[src/rtl/cmd_dec_pkg.sv]
package cmd_dec_pkg;
  localparam int FRAME_W = 16;
  localparam int DATA_W  = 9;
  localparam int SEL_W   = 2;
  localparam int NUM_CH  = 1 << SEL_W;

  typedef enum logic [2:0] {
    A_STAT = 3'b000,
    A_PWM  = 3'b001,
    A_CFG0 = 3'b010,
    A_CFG1 = 3'b011,
    A_OCUR = 3'b100,
    A_GLOB = 3'b101,
    A_RSVD = 3'b110,
    A_CAL  = 3'b111
  } reg_addr_e;

  typedef struct packed {
    logic              wd;
    logic [SEL_W-1:0]  sel;
    reg_addr_e         addr;
    logic              spare;
    logic [DATA_W-1:0] data;
  } frame_t;
endpackage

[src/rtl/edge_sync.sv]
module edge_sync #(
  parameter int   STAGES  = 2,
  parameter logic RST_VAL = 1'b0
) (
  input  logic clk,
  input  logic rst_n,
  input  logic d,
  output logic q,
  output logic rise,
  output logic fall
);
  logic [STAGES-1:0] chain_q, chain_d;
  logic              prev_q, prev_d;

  always_comb begin
    chain_d = {chain_q[STAGES-2:0], d};
    prev_d  = chain_q[STAGES-1];
  end

  always_ff @(posedge clk or negedge rst_n) begin
    if (!rst_n) begin
      chain_q <= {STAGES{RST_VAL}};
      prev_q  <= RST_VAL;
    end else begin
      chain_q <= chain_d;
      prev_q  <= prev_d;
    end
  end

  assign q    = chain_q[STAGES-1];
  assign rise = chain_q[STAGES-1] & ~prev_q;
  assign fall = ~chain_q[STAGES-1] & prev_q;
endmodule

[src/rtl/frame_shifter.sv]
module frame_shifter
  import cmd_dec_pkg::*;
(
  input  logic   clk,
  input  logic   rst_n,
  input  logic   sclk_rise,
  input  logic   cs_low,
  input  logic   cs_fall,
  input  logic   cs_rise,
  input  logic   sdi,
  output logic   frame_vld,
  output frame_t frame
);
  localparam int CNT_W = $clog2(FRAME_W);

  logic [FRAME_W-1:0] sh_q, sh_d;
  logic [CNT_W-1:0]   cnt_q, cnt_d;
  logic               any_q, any_d;
  logic               shift_en;

  assign shift_en = sclk_rise && cs_low && !cs_fall;

  always_comb begin
    sh_d  = sh_q;
    cnt_d = cnt_q;
    any_d = any_q;
    if (cs_fall) begin
      cnt_d = '0;
      any_d = 1'b0;
    end else if (shift_en) begin
      sh_d  = {sh_q[FRAME_W-2:0], sdi};
      cnt_d = cnt_q + CNT_W'(1);
      any_d = 1'b1;
    end
  end

  always_ff @(posedge clk or negedge rst_n) begin
    if (!rst_n) begin
      sh_q  <= '0;
      cnt_q <= '0;
      any_q <= 1'b0;
    end else begin
      sh_q  <= sh_d;
      cnt_q <= cnt_d;
      any_q <= any_d;
    end
  end

  assign frame_vld = cs_rise && any_q && (cnt_q == '0);
  assign frame     = frame_t'(sh_q);

  // the 16th bit of a frame wraps the counter back to frame alignment
  assert_cnt_wrap_R1: assert property (@(posedge clk) disable iff (!rst_n)
    (shift_en && cnt_q == {CNT_W{1'b1}}) |=> (cnt_q == '0 && any_q));

  // a fresh select period starts with nothing counted
  assert_fresh_R6: assert property (@(posedge clk) disable iff (!rst_n)
    cs_fall |=> (!any_q && cnt_q == '0));
endmodule

[src/rtl/reg_bank.sv]
module reg_bank
  import cmd_dec_pkg::*;
(
  input  logic                     clk,
  input  logic                     rst_n,
  input  logic                     wr_en,
  input  frame_t                   frame,
  output logic [NUM_CH*DATA_W-1:0] pwm_o,
  output logic [NUM_CH*DATA_W-1:0] cfg0_o,
  output logic [NUM_CH*DATA_W-1:0] cfg1_o,
  output logic [NUM_CH*DATA_W-1:0] ocur_o,
  output logic [DATA_W-1:0]        stat_sel_o,
  output logic [DATA_W-1:0]        glob_o,
  output logic [DATA_W-1:0]        cal_o
);
  for (genvar g = 0; g < NUM_CH; g++) begin : g_ch
    logic [DATA_W-1:0] pwm_q, pwm_d, cfg0_q, cfg0_d, cfg1_q, cfg1_d, ocur_q, ocur_d;
    logic              hit;

    assign hit = wr_en && (frame.sel == SEL_W'(g));

    always_comb begin
      pwm_d  = (hit && frame.addr == A_PWM)  ? frame.data : pwm_q;
      cfg0_d = (hit && frame.addr == A_CFG0) ? frame.data : cfg0_q;
      cfg1_d = (hit && frame.addr == A_CFG1) ? frame.data : cfg1_q;
      ocur_d = (hit && frame.addr == A_OCUR) ? frame.data : ocur_q;
    end

    always_ff @(posedge clk or negedge rst_n) begin
      if (!rst_n) begin
        pwm_q  <= '0;
        cfg0_q <= '0;
        cfg1_q <= '0;
        ocur_q <= '0;
      end else begin
        pwm_q  <= pwm_d;
        cfg0_q <= cfg0_d;
        cfg1_q <= cfg1_d;
        ocur_q <= ocur_d;
      end
    end

    assign pwm_o [g*DATA_W +: DATA_W] = pwm_q;
    assign cfg0_o[g*DATA_W +: DATA_W] = cfg0_q;
    assign cfg1_o[g*DATA_W +: DATA_W] = cfg1_q;
    assign ocur_o[g*DATA_W +: DATA_W] = ocur_q;
  end

  logic [DATA_W-1:0] stat_q, stat_d, glob_q, glob_d, cal_q, cal_d;
  logic              shared_ok;

  assign shared_ok = wr_en && (frame.sel == '0);

  always_comb begin
    stat_d = (wr_en && frame.addr == A_STAT)     ? frame.data : stat_q;
    glob_d = (shared_ok && frame.addr == A_GLOB) ? frame.data : glob_q;
    cal_d  = (shared_ok && frame.addr == A_CAL)  ? frame.data : cal_q;
  end

  always_ff @(posedge clk or negedge rst_n) begin
    if (!rst_n) begin
      stat_q <= '0;
      glob_q <= '0;
      cal_q  <= '0;
    end else begin
      stat_q <= stat_d;
      glob_q <= glob_d;
      cal_q  <= cal_d;
    end
  end

  assign stat_sel_o = stat_q;
  assign glob_o     = glob_q;
  assign cal_o      = cal_q;

  // no accepted frame, no register movement
  assert_hold_R11: assert property (@(posedge clk) disable iff (!rst_n)
    !wr_en |=> ($stable(pwm_o) && $stable(cfg0_o) && $stable(cfg1_o) &&
                $stable(ocur_o) && $stable(stat_sel_o) && $stable(glob_o) && $stable(cal_o)));

  // the unassigned address leaves the bank untouched
  assert_rsvd_R5: assert property (@(posedge clk) disable iff (!rst_n)
    (wr_en && frame.addr == A_RSVD) |=> ($stable(pwm_o) && $stable(cfg0_o) && $stable(cfg1_o) &&
                $stable(ocur_o) && $stable(stat_sel_o) && $stable(glob_o) && $stable(cal_o)));

  // shared registers refuse a nonzero selector
  assert_shared_sel_R4: assert property (@(posedge clk) disable iff (!rst_n)
    (wr_en && frame.sel != '0) |=> ($stable(glob_o) && $stable(cal_o)));
endmodule

[src/rtl/cmd_frame_decoder.sv]
module cmd_frame_decoder
  import cmd_dec_pkg::*;
#(
  parameter int SYNC_STAGES = 2
) (
  input  logic                     clk,
  input  logic                     rst_n,
  input  logic                     sclk,
  input  logic                     cs_n,
  input  logic                     sdi,
  output logic [NUM_CH*DATA_W-1:0] pwm_o,
  output logic [NUM_CH*DATA_W-1:0] cfg0_o,
  output logic [NUM_CH*DATA_W-1:0] cfg1_o,
  output logic [NUM_CH*DATA_W-1:0] ocur_o,
  output logic [DATA_W-1:0]        stat_sel_o,
  output logic [DATA_W-1:0]        glob_o,
  output logic [DATA_W-1:0]        cal_o,
  output logic                     wd_pulse_o
);
  logic [1:0] rst_sync_q;
  logic       rst_i_n;

  always_ff @(posedge clk or negedge rst_n) begin
    if (!rst_n) rst_sync_q <= 2'b00;
    else        rst_sync_q <= {rst_sync_q[0], 1'b1};
  end
  assign rst_i_n = rst_sync_q[1];

  logic sclk_q, sclk_rise, sclk_fall;
  logic cs_q, cs_rise, cs_fall;
  logic sdi_q, sdi_rise, sdi_fall;

  edge_sync #(.STAGES(SYNC_STAGES), .RST_VAL(1'b0)) u_sclk (
    .clk(clk), .rst_n(rst_i_n), .d(sclk), .q(sclk_q), .rise(sclk_rise), .fall(sclk_fall));
  edge_sync #(.STAGES(SYNC_STAGES), .RST_VAL(1'b1)) u_cs (
    .clk(clk), .rst_n(rst_i_n), .d(cs_n), .q(cs_q), .rise(cs_rise), .fall(cs_fall));
  edge_sync #(.STAGES(SYNC_STAGES), .RST_VAL(1'b0)) u_sdi (
    .clk(clk), .rst_n(rst_i_n), .d(sdi), .q(sdi_q), .rise(sdi_rise), .fall(sdi_fall));

  logic   frame_vld;
  frame_t frame;

  frame_shifter u_shift (
    .clk(clk), .rst_n(rst_i_n), .sclk_rise(sclk_rise), .cs_low(!cs_q),
    .cs_fall(cs_fall), .cs_rise(cs_rise), .sdi(sdi_q),
    .frame_vld(frame_vld), .frame(frame));

  reg_bank u_bank (
    .clk(clk), .rst_n(rst_i_n), .wr_en(frame_vld), .frame(frame),
    .pwm_o(pwm_o), .cfg0_o(cfg0_o), .cfg1_o(cfg1_o), .ocur_o(ocur_o),
    .stat_sel_o(stat_sel_o), .glob_o(glob_o), .cal_o(cal_o));

  logic wd_prev_q, wd_prev_d, wd_pulse_q, wd_pulse_d;

  always_comb begin
    wd_pulse_d = frame_vld && (frame.wd != wd_prev_q);
    wd_prev_d  = frame_vld ? frame.wd : wd_prev_q;
  end

  always_ff @(posedge clk or negedge rst_i_n) begin
    if (!rst_i_n) begin
      wd_prev_q  <= 1'b0;
      wd_pulse_q <= 1'b0;
    end else begin
      wd_prev_q  <= wd_prev_d;
      wd_pulse_q <= wd_pulse_d;
    end
  end

  assign wd_pulse_o = wd_pulse_q;

  // the refresh pulse lasts a single cycle
  assert_wd_single_R8: assert property (@(posedge clk) disable iff (!rst_i_n)
    wd_pulse_o |=> !wd_pulse_o);

  // a refresh pulse is always caused by an accepted frame
  assert_wd_source_R8: assert property (@(posedge clk) disable iff (!rst_i_n)
    wd_pulse_o |-> $past(frame_vld));

  // while reset is applied nothing is reported
  assert_rst_quiet_R9: assert property (@(posedge clk)
    !rst_i_n |-> (!wd_pulse_o && glob_o == '0 && cal_o == '0));
endmodule

[config.mk]
export PLATFORM = sky130hd
export DESIGN_NAME = cmd_frame_decoder
export DESIGN_NICKNAME = d
export VERILOG_FILES = /design/src/rtl/cmd_dec_pkg.sv /design/src/rtl/edge_sync.sv /design/src/rtl/frame_shifter.sv /design/src/rtl/reg_bank.sv /design/src/rtl/cmd_frame_decoder.sv
export SDC_FILE = /design/constraint.sdc
export NUM_CORES = 1
export LEC_CHECK = 0
export ABC_AREA = 1
export ABC_CLOCK_PERIOD_IN_PS = 11800
export BUFFER_PORTS_ARGS = -buffer_cell sky130_fd_sc_hd__buf_2
export CORE_AREA = 3 3 127 129
export DETAILED_ROUTE_END_ITERATION = 16
export DIE_AREA = 0 0 130 132
export GPL_TIMING_DRIVEN = 0
export PLACE_DENSITY = 0.93
export RECOVER_POWER = 50
export SLEW_MARGIN = 20
export SYNTH_ARGS = -nofsm -noshare
export SYNTH_HDL_FRONTEND = slang
export SYNTH_SLANG_ARGS = --single-unit
[constraint.sdc]
create_clock -name clk -period 11.8 [get_ports clk]
set_clock_uncertainty 0.2 [all_clocks]
set_input_delay 0.59 -clock clk [delete_from_list [all_inputs] [get_ports clk]]
set_output_delay 0.59 -clock clk [all_outputs]
set_load 0.02 [all_outputs]
==> run summary, run 1 <==
Status -> complete, but fails checks
Failing checks -> max-capacitance violations, max-slew violations
Comb power frac -> 0.067
Post-route cell area -> 10,300 sq um
Worst-path fanout max -> 48
TritonCTS sink count -> 204
Slew HR -> -0.849
Syn nets -> 909
Crit share post-route -> 0.372
Crit path launch -> rst_sync_q[1]
CTS tree -> built
Reg2reg start -> rst_sync_q[1]
Multi-input gate area -> 2980 sq um
Yosys warnings -> 0
Initial antenna violation count -> 0
Sum Neg Setup Slack -> 0 ns
Number of flops mapped to enable cells by yosys -> 0
Mean Syn Cell Area -> 9.50 sq um
Largest cells by area after synthesis -> dfrtp_1, nand2_1, nand4_1
Post-Syn Area -> 8570 sq um
Synth Register Bits -> 204
Async S/R FF share, synth -> 1.00
Max VDD drop -> 0.0000828 V
Crit path kind -> flop to asynchronous set/reset pin
Global-route wire length before repair -> 40.3 mm
Worst path max stage delay -> 2.05 ns
Power density over cell area -> 139 nW/um^2
CTS root buffer -> clkbuf_16
GRT Total Usage -> 0.295
Core area -> 15,100 sq um
CP Cell Sequence -> clkbuf_1
Hold Vio Cnt, Final -> 0
Initial Util -> 0.566
Reg2Reg Depth -> 1
Remaining Overflow, GRT -> 0
Critical path arrival -> 4.19 ns
Crit-path leading delay family -> buffers and inverters
Worst Setup EP -> u_bank.g_ch[1].pwm_q[3]
Nets@finish -> 1,115
CP required -> 11.60 ns
Register area share after synthesis -> 0.596
Synth top cells by count -> nand2_1, dfrtp_1, nand4_1
Setup violators final -> 0
Drt wl/cell -> 19.5 um
CTS Buffer Depth -> 3
Max Freq -> 0.228 GHz
Skew-Pair Late Insertion Delay -> 0.49 ns
RSZ-0062 raised after global routing -> no
I/O pins -> 177
Filler cells -> 1,093
Total stage count of the critical path -> 1
Layout cells sized above 1 -> 0.192
Vias per inst -> 5.96
Total CTS buffers -> 21
Die height -> 132 um
Hold WC Path Type -> flop to flop
Internal power -> 1.10 mW
Most used DFF post-synth -> dfrtp_1
Final RePlAce weighted congestion -> 0.888
TritonRoute pass-1 iters -> 7
Post-synth cell types -> 29
Drt initial violations -> 1,029
Sw Pwr -> 346 uW
Sequential Power Share -> 0.501
H-tree depth -> 1
Post-CTS setup buffer count -> 0
Cell row count -> 45
Crit. End Element -> asynchronous set/reset pin
Top-area cell type share of the netlist area -> 0.587
Vias in the first global route -> 7,486
Die W -> 130 um
ANT nets after route -> 0
Post-Syn Instances -> 902
Port bufs -> 176
Clock Power Share -> 0.433
WP buf/inv -> 1
Placed inst area -> 9770 sq um
MaxCap Viol Count -> 2
Hpwl dp -> 17.3 mm
Tmin final -> 4.39 ns
Sw frac -> 0.240
Worst slew pin tran -> 2.77 ns
Wirelength, routed -> 25.5 mm
Crit path max-delay cell type -> clkbuf_1
RR Endpoint -> u_bank.g_ch[1].pwm_q[3]
Die area -> 17,200 sq um
Pin count of the biggest net entering global routing -> 58
Leakage power -> 5.71 nW
R2R Setup Slk -> 7.41 ns
Area growth from synthesis to layout -> 20.7%
DRC -> 0
Register area -> 5110 sq um
Clk slew on worst S/H paths -> 0.06 ns
Max-slew violations -> 96
Routed via count -> 7,812
Synth area leader -> dfrtp_1
CP Launch Type -> flop
ANT cells -> 0
Most common cell in the synthesized netlist -> nand2_1
-- how the worst min path moves through the flow --
stage	start	endpoint	cells after the start
after CTS	u_sclk.chain_q[0]	u_sclk.chain_q[1]	0
after detailed placement	u_sclk.chain_q[0]	u_sclk.chain_q[1]	0
after global placement	u_sdi.chain_q[0]	u_sdi.chain_q[1]	0
after floorplan	rst_n	rst_sync_q[0]	0
after global routing	u_sclk.chain_q[0]	u_sclk.chain_q[1]	0
final	u_sclk.chain_q[0]	u_sclk.chain_q[1]	0
-- registers in the layout, summed over array words and instances (netlist names), 2 cells and up --
register            flops
u_bank.stat_sel_o       9
u_sdi.chain_q           2
u_shift.frame          16
u_bank.g_ch.cfg0_q     36
u_bank.g_ch.pwm_q      36
u_shift.cnt_q           4
rst_sync_q              2
u_bank.cal_o            9
u_bank.g_ch.cfg1_q     36
u_sclk.chain_q          2
u_bank.g_ch.ocur_q     36
u_bank.glob_o           9
u_cs.chain_q            2
-- cells in the final DEF, fill, tap and decap left out --
cell type and n:
a21oi_1 1, buf_12 1, buf_16 2, buf_2 151, buf_4 5, buf_6 2, buf_8 1, bufinv_16 1
clkbuf_1 103, clkbuf_16 21, clkbuf_8 2, clkinv_2 2, conb_1 1, dfrtp_1 201, dfstp_1 1, dfstp_2 2
dlygate4sd3_1 4, ha_1 2, inv_1 21, inv_2 2, inv_6 1, nand2_1 365, nand3_1 2, nand3_2 1
nand3_4 17, nand3b_1 1, nand4_1 162, nor2_1 11, nor2_2 3, nor3_1 1, nor3_2 1, o21ai_0 27
o21ai_1 2, xnor2_1 2
-- through the flow --
stage	setup WS, ns	total power [mW]	hold slack (ns)	instances	util
CTS	9.81	1.44	0.151	1310	0.690
floorplan	5.50	0.784	0.0944	902	-
detailed placement	9.86	0.826	0.139	1269	0.645
finish	7.41	1.44	0.149	1310	0.683
global placement	3.61	0.820	0.135	1266	0.640
global route	6.65	1.48	0.153	1310	0.683
-- logic make-up (layout without fill, tap and decap cells) --
logic type | after synthesis | in the layout | synth area share
compound gates | 30 | 30 | 0.0175
xor+xnor | 2 | 2 | 0.00204
fa+ha+maj | 2 | 2 | 0.00292
buf+inv | 99 | 319 | 0.0547
flops | 204 | 204 | 0.596
other cells | 1 | 1 | 0.000438
simple gates | 564 | 564 | 0.326
-- metal layers --
metal  global-route usage  share of wire
met5                    0              0
met4                0.137          0.045
met3               0.0640           0.11
met2                0.447           0.47
met1                0.408           0.38
-- power by group through the flow --
| stage | clock network (mW) | registers, mW | logic (mW) |
|---|---|---|---|
| after detailed placement | 0 | 0.734 | 0.0922 |
| after global placement | 0 | 0.743 | 0.0770 |
| after floorplan | 0 | 0.745 | 0.0395 |
| final | 0.624 | 0.722 | 0.0960 |
| after CTS | 0.627 | 0.722 | 0.0946 |
| after global routing | 0.656 | 0.723 | 0.102 |
-- cell type report --
type	count	share of cell area
buffer	76	0.0368
clock buffer	33	0.0571
clock inverter	4	0.00472
inverter	23	0.00835
multi-input combinational	599	0.288
sequential	204	0.494
tap	188	0.0227
timing repair buffer	183	0.0884
-- what timing repair did --
item / 4_1_cts / 5_1_grt
hold buffers: 4 / 0
endpoints found under the setup margin: 0 / 0
endpoints found under the hold margin: 5 / 0
resized for setup: 0 / 0
Note: power is estimated with default switching activity, not from simulation.
==> run 2: changes to the inputs <==
ABC_AREA = 0   (was 1)
ABC_CLOCK_PERIOD_IN_PS = 4100   (was 11800)
CORE_AREA = 3 3 126 128   (was 3 3 127 129)
DIE_AREA = 0 0 129 131   (was 0 0 130 132)
PLACE_DENSITY = 0.89   (was 0.93)
clock period = 4.1 ns   (was 11.8 ns; I/O delays follow)
==> run 2 against run 1 <==
Effect of this change: the flow still finishes with violations (max-capacitance violations, max-slew violations); sequential power grew to 2.9 times the previous value; design area shrank 6.3%; non-clock buffer count shrank 42; hold slack gained 0.0014 ns; highest routed layer unchanged; critical path type unchanged; synthesized area shrank 7.4%; largest cell class unchanged; clock power grew to 3.2 times the previous value; wire length shrank 28%.
==> run summary, run 2 <==
Mean Syn Cell Area -> 16.4 sq um
Vias per inst -> 5.43
Filler cells -> 1,112
MaxCap Viol Count -> 1
Hold WC Path Type -> flop to flop
M1 GR Usage -> 0.290
Post-synth cell types -> 40
Critical path arrival -> 3.14 ns
Crit path kind -> flop to asynchronous set/reset pin
CTS Buffer Depth -> 3
Initial Util -> 0.530
Synth area leader -> dfrtp_1
Pin count of the biggest net entering global routing -> 62
Initial antenna violation count -> 0
Post-CTS setup buffer count -> 0
Register area share after synthesis -> 0.644
CP required -> 4.56 ns
Setup ws final -> 1.42 ns
ANT nets after route -> 0
Cell row count -> 45
Die W -> 129 um
CP Cell Sequence -> buf_16 > buf_16
Number of flops mapped to enable cells by yosys -> 0
Most used DFF post-synth -> dfrtp_1
Worst Hold Slack -> 0.150 ns
H-tree depth -> 1
Final cell count without fillers -> 892
Crit share post-route -> 0.653
Failing checks -> max-capacitance violations, max-slew violations
Status -> complete, but fails checks
Pre-CTS setup slack -> 1.69 ns
Most common cell in the synthesized netlist -> dfrtp_1
Worst path max stage delay -> 1.99 ns
Clk slew on worst S/H paths -> 0.07 ns
Drt initial violations -> 288
Met2 Use GR -> 0.365
Hpwl dp -> 12.4 mm
Wirelength, routed -> 18.5 mm
Routed via count -> 4,847
TritonCTS sink count -> 204
Crit. End Element -> asynchronous set/reset pin
Remaining Overflow, GRT -> 0
RSZ-0062 raised after global routing -> no
Final RePlAce weighted congestion -> 0.818
CTS tree -> built
CTS root buffer -> clkbuf_16
Commonest non-fill, non-tap cells in the layout -> dfrtp_1, mux2_2, clkbuf_1
I/O pins -> 177
GRT Total Usage -> 0.217
Area growth from synthesis to layout -> 22.2%
Max Freq -> 0.373 GHz
Layout cells sized above 1 -> 0.388
Yosys warnings -> 0
DRC -> 0
Die area -> 16,900 sq um
Worst slew pin tran -> 2.44 ns
Sum Neg Setup Slack -> 0 ns
PnR Total Power -> 4.40 mW
Die height -> 131 um
Worst-path fanout max -> 61
Nets@finish -> 698
Post-CTS Hold Fix Bufs -> 5
TritonRoute pass-1 iters -> 4
Vias in the first global route -> 5,130
ANT cells -> 0
Core area -> 15,000 sq um
WP buf/inv -> 2
Global-route wire length before repair -> 28.6 mm
Placed insts -> 852
Commonest non-fill, non-tap cell in the layout -> dfrtp_1
Synth top cells by count -> dfrtp_1, mux2_2, clkbuf_1
Post-Syn Instances -> 485
Syn nets -> 492
Crit-path leading delay family -> flip-flops
Drt wl/cell -> 20.7 um
Top-area cell type share of the netlist area -> 0.634
Async S/R FF share, synth -> 1.00
Largest cells by area after synthesis -> dfrtp_1, mux2_2, nand3_2
Skew-Pair Late Insertion Delay -> 0.49 ns
Total CTS buffers -> 20
GR met3 Demand/Resource -> 0.0508
Slew HR -> -0.629
Power density over cell area -> 454 nW/um^2
Max-slew violations -> 60
Synth Register Bits -> 204
Port bufs -> 176
CP Launch Type -> flop
Max VDD drop -> 0.000411 V
Setup violators final -> 0
Hold Vio Cnt, Final -> 0
GRT busiest layer -> met2
Leakage power -> 4.81 nW
Post-Syn Area -> 7940 sq um
Crit path max-delay cell type -> dfrtp_1
Tmin final -> 2.68 ns
Post-cts sizing count -> 0
CP most frequent cell -> buf_16
-- run 2: changes by cell type in the layout (fill, tap and decap cells not counted), sizes merged, moves of 7 or more --
cell,change
nand2,-365
mux2,+189
nand4,-161
buf,-137
clkbuf,+87
o21ai,-28
inv,-19
nor2,-11
nand3,-7
nor3b,+7
-- run 2: logic make-up (layout without fill, tap and decap cells) --
family / count (synthesis) / count (layout) / synth area share
and+or+nand+nor: 43 / 43 / 0.0527
buffers and inverters: 37 / 256 / 0.0229
other: 1 / 1 / 0.000473
DFF: 204 / 204 / 0.644
xor gates and xnor gates: 1 / 1 / 0.00110
muxes: 189 / 189 / 0.268
AOI/OAI and AO/OA: 8 / 8 / 0.00773
adders and majority gates: 2 / 2 / 0.00315
-- run 2: area by class of cell --
class	instances	area, sq um	area share
sequential	204	5110	0.527
clock buffer	26	563	0.0581
inverter	4	15.0	0.00155
tap	188	235	0.0243
buffer	33	165	0.0170
timing repair buffer	184	798	0.0824
multi-input combinational	244	2650	0.273
clock inverter	9	163	0.0168
-- run 2: metal layers --
| layer | routed length, um | up-vias |
|---|---|---|
| met5 | 0 | - |
| met1 | 7860 | 2522 |
| met4 | 304 | 0 |
| met3 | 1290 | 22 |
| li1 | - | 2132 |
| met2 | 9030 | 171 |
-- run 2: through the flow --
stage           util  instance area [sq um]
3_3_place_gp   0.604                   9050
5_1_grt        0.647                   9690
6_report       0.647                   9690
2_1_floorplan      -                   7940
4_1_cts        0.661                   9910
3_5_place_dp   0.610                   9130
-- run 2: final timing paths --
path | start | to | slack, ns | cells after the start
worst max register to register | rst_sync_q[1] | u_bank.g_ch[0].pwm_q[3] | 1.42 | 2
worst min register to register | u_cs.chain_q[1] | u_cs.prev_q | 0.15 | 0
min in group asynchronous | rst_n | rst_sync_q[1] | 0.37 | 3
max in group clk | u_cs.chain_q[1] | u_bank.g_ch[1].ocur_q[7] | 1.63 | 6
worst max-delay path | rst_sync_q[1] | u_bank.g_ch[0].pwm_q[3] | 1.42 | 2
worst min-delay path | u_cs.chain_q[1] | u_cs.prev_q | 0.15 | 0
-- run 2: report_power, final --
group | total [mW] | internal, mW | switching, mW
Sequential | 2.10 | 2.06 | 0.0421
Combinational | 0.316 | 0.0858 | 0.230
Clock | 1.98 | 1.23 | 0.752
Total | 4.40 | 3.37 | 1.02
==> run 3: changes to the inputs <==
ABC_CLOCK_PERIOD_IN_PS = 2250   (was 4100)
CORE_AREA = 3 3 132 134   (was 3 3 126 128)
DIE_AREA = 0 0 135 137   (was 0 0 129 131)
PLACE_DENSITY = 0.86   (was 0.89)
clock period = 2.25 ns   (was 4.1 ns; I/O delays follow)
==> run 3 against run 2 <==
Effect of this change: the run ends with negative setup slack left; setup slack worse by 1.5 ns; flip-flop and latch count stayed put; global-route usage is 1.8 points lower; die area is 9.4% higher; register-to-register slack worse by 1.5 ns; non-clock buffer count is 5 higher; sequential share of layout area is 0.87 points lower; combinational power is 95% higher; critical endpoint is now u_bank.g_ch[1].cfg1_q[7].
==> run summary, run 3 (synthesized netlist as in run 2, its figures left out) <==
Worst slew pin tran -> 1.14 ns
Crit share post-route -> 1.02
Hpwl dp -> 12.7 mm
Crit path max-delay cell type -> dfstp_2
Crit path kind -> flop to flop
Layout cells sized above 1 -> 0.493
Pre-CTS setup slack -> -0.192 ns
Global-route wire length before repair -> 28.6 mm
R2R Setup Slk -> -0.04 ns
CP Launch Type -> flop
Vias per inst -> 5.27
Wirelength, routed -> 18.8 mm
Crit path launch -> u_cs.chain_q[1]
Critical path arrival -> 2.45 ns
Initial Util -> 0.484
Skew-Pair Late Insertion Delay -> 0.49 ns
Setup ws final -> -0.0409 ns
Die height -> 137 um
Placed inst area -> 9170 sq um
Filler cells -> 1,280
Final RePlAce weighted congestion -> 0.771
Setup violators final -> 13
Pin count of the biggest net entering global routing -> 63
Die W -> 135 um
Reg2reg start -> u_cs.chain_q[1]
Drt wl/cell -> 20.2 um
Port bufs -> 176
Worst-path fanout max -> 10
Clk slew on worst S/H paths -> 0.06 ns
RSZ-0062 raised after global routing -> yes
TritonCTS sink count -> 204
GRT Total Usage -> 0.199
Commonest non-fill, non-tap cell in the layout -> dfrtp_1
Area growth from synthesis to layout -> 24.2%
Drt initial violations -> 236
Hold WC Path Type -> primary input to flop
Post-route cell area -> 9860 sq um
Placed insts -> 884
Remaining Overflow, GRT -> 0
Sw frac -> 0.241
Final cell count without fillers -> 930
Leakage power -> 5.11 nW
Sequential Power Share -> 0.493
Vias in the first global route -> 5,098
Power density over cell area -> 788 nW/um^2
Initial antenna violation count -> 0
I/O pins -> 177
Slew HR -> 0.242
Cell row count -> 47
Crit. End Element -> flop
CP required -> 2.41 ns
Max VDD drop -> 0.000533 V
ANT nets after route -> 0
Reg2Reg Depth -> 6
Routed via count -> 4,902
Hold Vio Cnt, Final -> 0
Nets@finish -> 704
DRC -> 0
Sw Pwr -> 1.87 mW
Commonest non-fill, non-tap cells in the layout -> dfrtp_1, mux2_2, clkbuf_1
Comb power frac -> 0.079
Max-slew violations -> 0
MaxCap Viol Count -> 0
Worst path max stage delay -> 0.52 ns
Worst Setup EP -> u_bank.g_ch[1].cfg1_q[7]
TritonRoute pass-1 iters -> 4
Clock Power Share -> 0.428
Fin util -> 0.601
Die area -> 18,500 sq um
Total CTS buffers -> 21
Core area -> 16,400 sq um
CTS root buffer -> clkbuf_16
Internal power -> 5.90 mW
H-tree depth -> 1
CP Cell Sequence -> clkbuf_4 > and4bb_2 > buf_4 > buf_6 > nand3_2 > mux2_2
Tmin final -> 2.29 ns
Status -> complete, but fails checks
CTS Buffer Depth -> 3
Max Freq -> 0.437 GHz
Failing checks -> negative setup slack
CTS tree -> built
ANT cells -> 0
RR Endpoint -> u_bank.g_ch[1].cfg1_q[7]
run 3: cell types whose count changed in the layout (fill, tap and decap cells not counted), sizes merged:
cell and change:
clkbuf -66, clkinv +2, inv -1, bufinv -3, buf +74
run 3: critical path: cells and delay by family, from the launching register on:
family,cells,cell delay [ns]
buffers and inverters,3,0.55
flip-flops,1,0.52
multiplexers,1,0.37
AND/OR/NAND/NOR,2,0.52
run 3: layout make-up:
type | instances | area (sq um) | area share
tap | 220 | 275 | 0.0279
inverter | 4 | 15.0 | 0.00152
multi-input combinational | 244 | 2710 | 0.274
sequential | 204 | 5110 | 0.518
timing repair buffer | 189 | 915 | 0.0928
buffer | 33 | 176 | 0.0179
clock inverter | 7 | 66.3 | 0.00673
clock buffer | 29 | 596 | 0.0604
run 3: worst min path at each step:
stage                     start           endpoint  slack, ns  depth (start not counted)
final                      sclk  u_sclk.chain_q[0]       0.07                          2
after detailed placement  rst_n      rst_sync_q[0]      -0.30                          1
after global placement    rst_n      rst_sync_q[0]      -0.30                          1
after global routing       sclk  u_sclk.chain_q[0]       0.08                          2
after floorplan           rst_n      rst_sync_q[0]      -0.38                          0
after CTS                  sclk  u_sclk.chain_q[0]       0.05                          2
run 3: stage by stage:
| step | power (mW) | TNS [ns] | hold slack (ns) |
|---|---|---|---|
| 2_1_floorplan | 4.23 | -5.42 | -0.383 |
| 3_3_place_gp | 4.43 | -103.34 | -0.301 |
| 3_5_place_dp | 4.49 | -6.15 | -0.298 |
| 4_1_cts | 7.85 | -0.921 | 0.0526 |
| 5_1_grt | 8.07 | -3.85 | 0.0754 |
| 6_report | 7.77 | -0.302 | 0.0741 |
run 3: per-layer routing:
| metal | wire length [um] | part of all wire | up-vias | track usage |
|---|---|---|---|---|
| met2 | 9270 | 0.49 | 164 | 0.342 |
| li1 | - | - | 2141 | - |
| met5 | 0 | 0 | - | 0 |
| met3 | 1290 | 0.068 | 24 | 0.0445 |
| met1 | 7970 | 0.42 | 2573 | 0.260 |
| met4 | 287 | 0.015 | 0 | 0.0476 |
run 3: power by group through the flow:
stage	clock network, mW	registers [mW]	logic, mW
floorplan	0	3.96	0.268
global placement	0	3.93	0.495
detailed placement	0	3.90	0.594
CTS	3.40	3.83	0.620
global route	3.56	3.84	0.668
finish	3.32	3.83	0.617
run 3: timing repair:
action / in CTS / in global routing
buffers inserted: 4 / 1
hold buffers: 5 / 0
pin swaps: 1 / 0
gates resized for setup: 7 / 7
endpoints found under the hold margin: 5 / 0
cloned: 0 / 0
endpoints found under the setup margin: 113 / 129
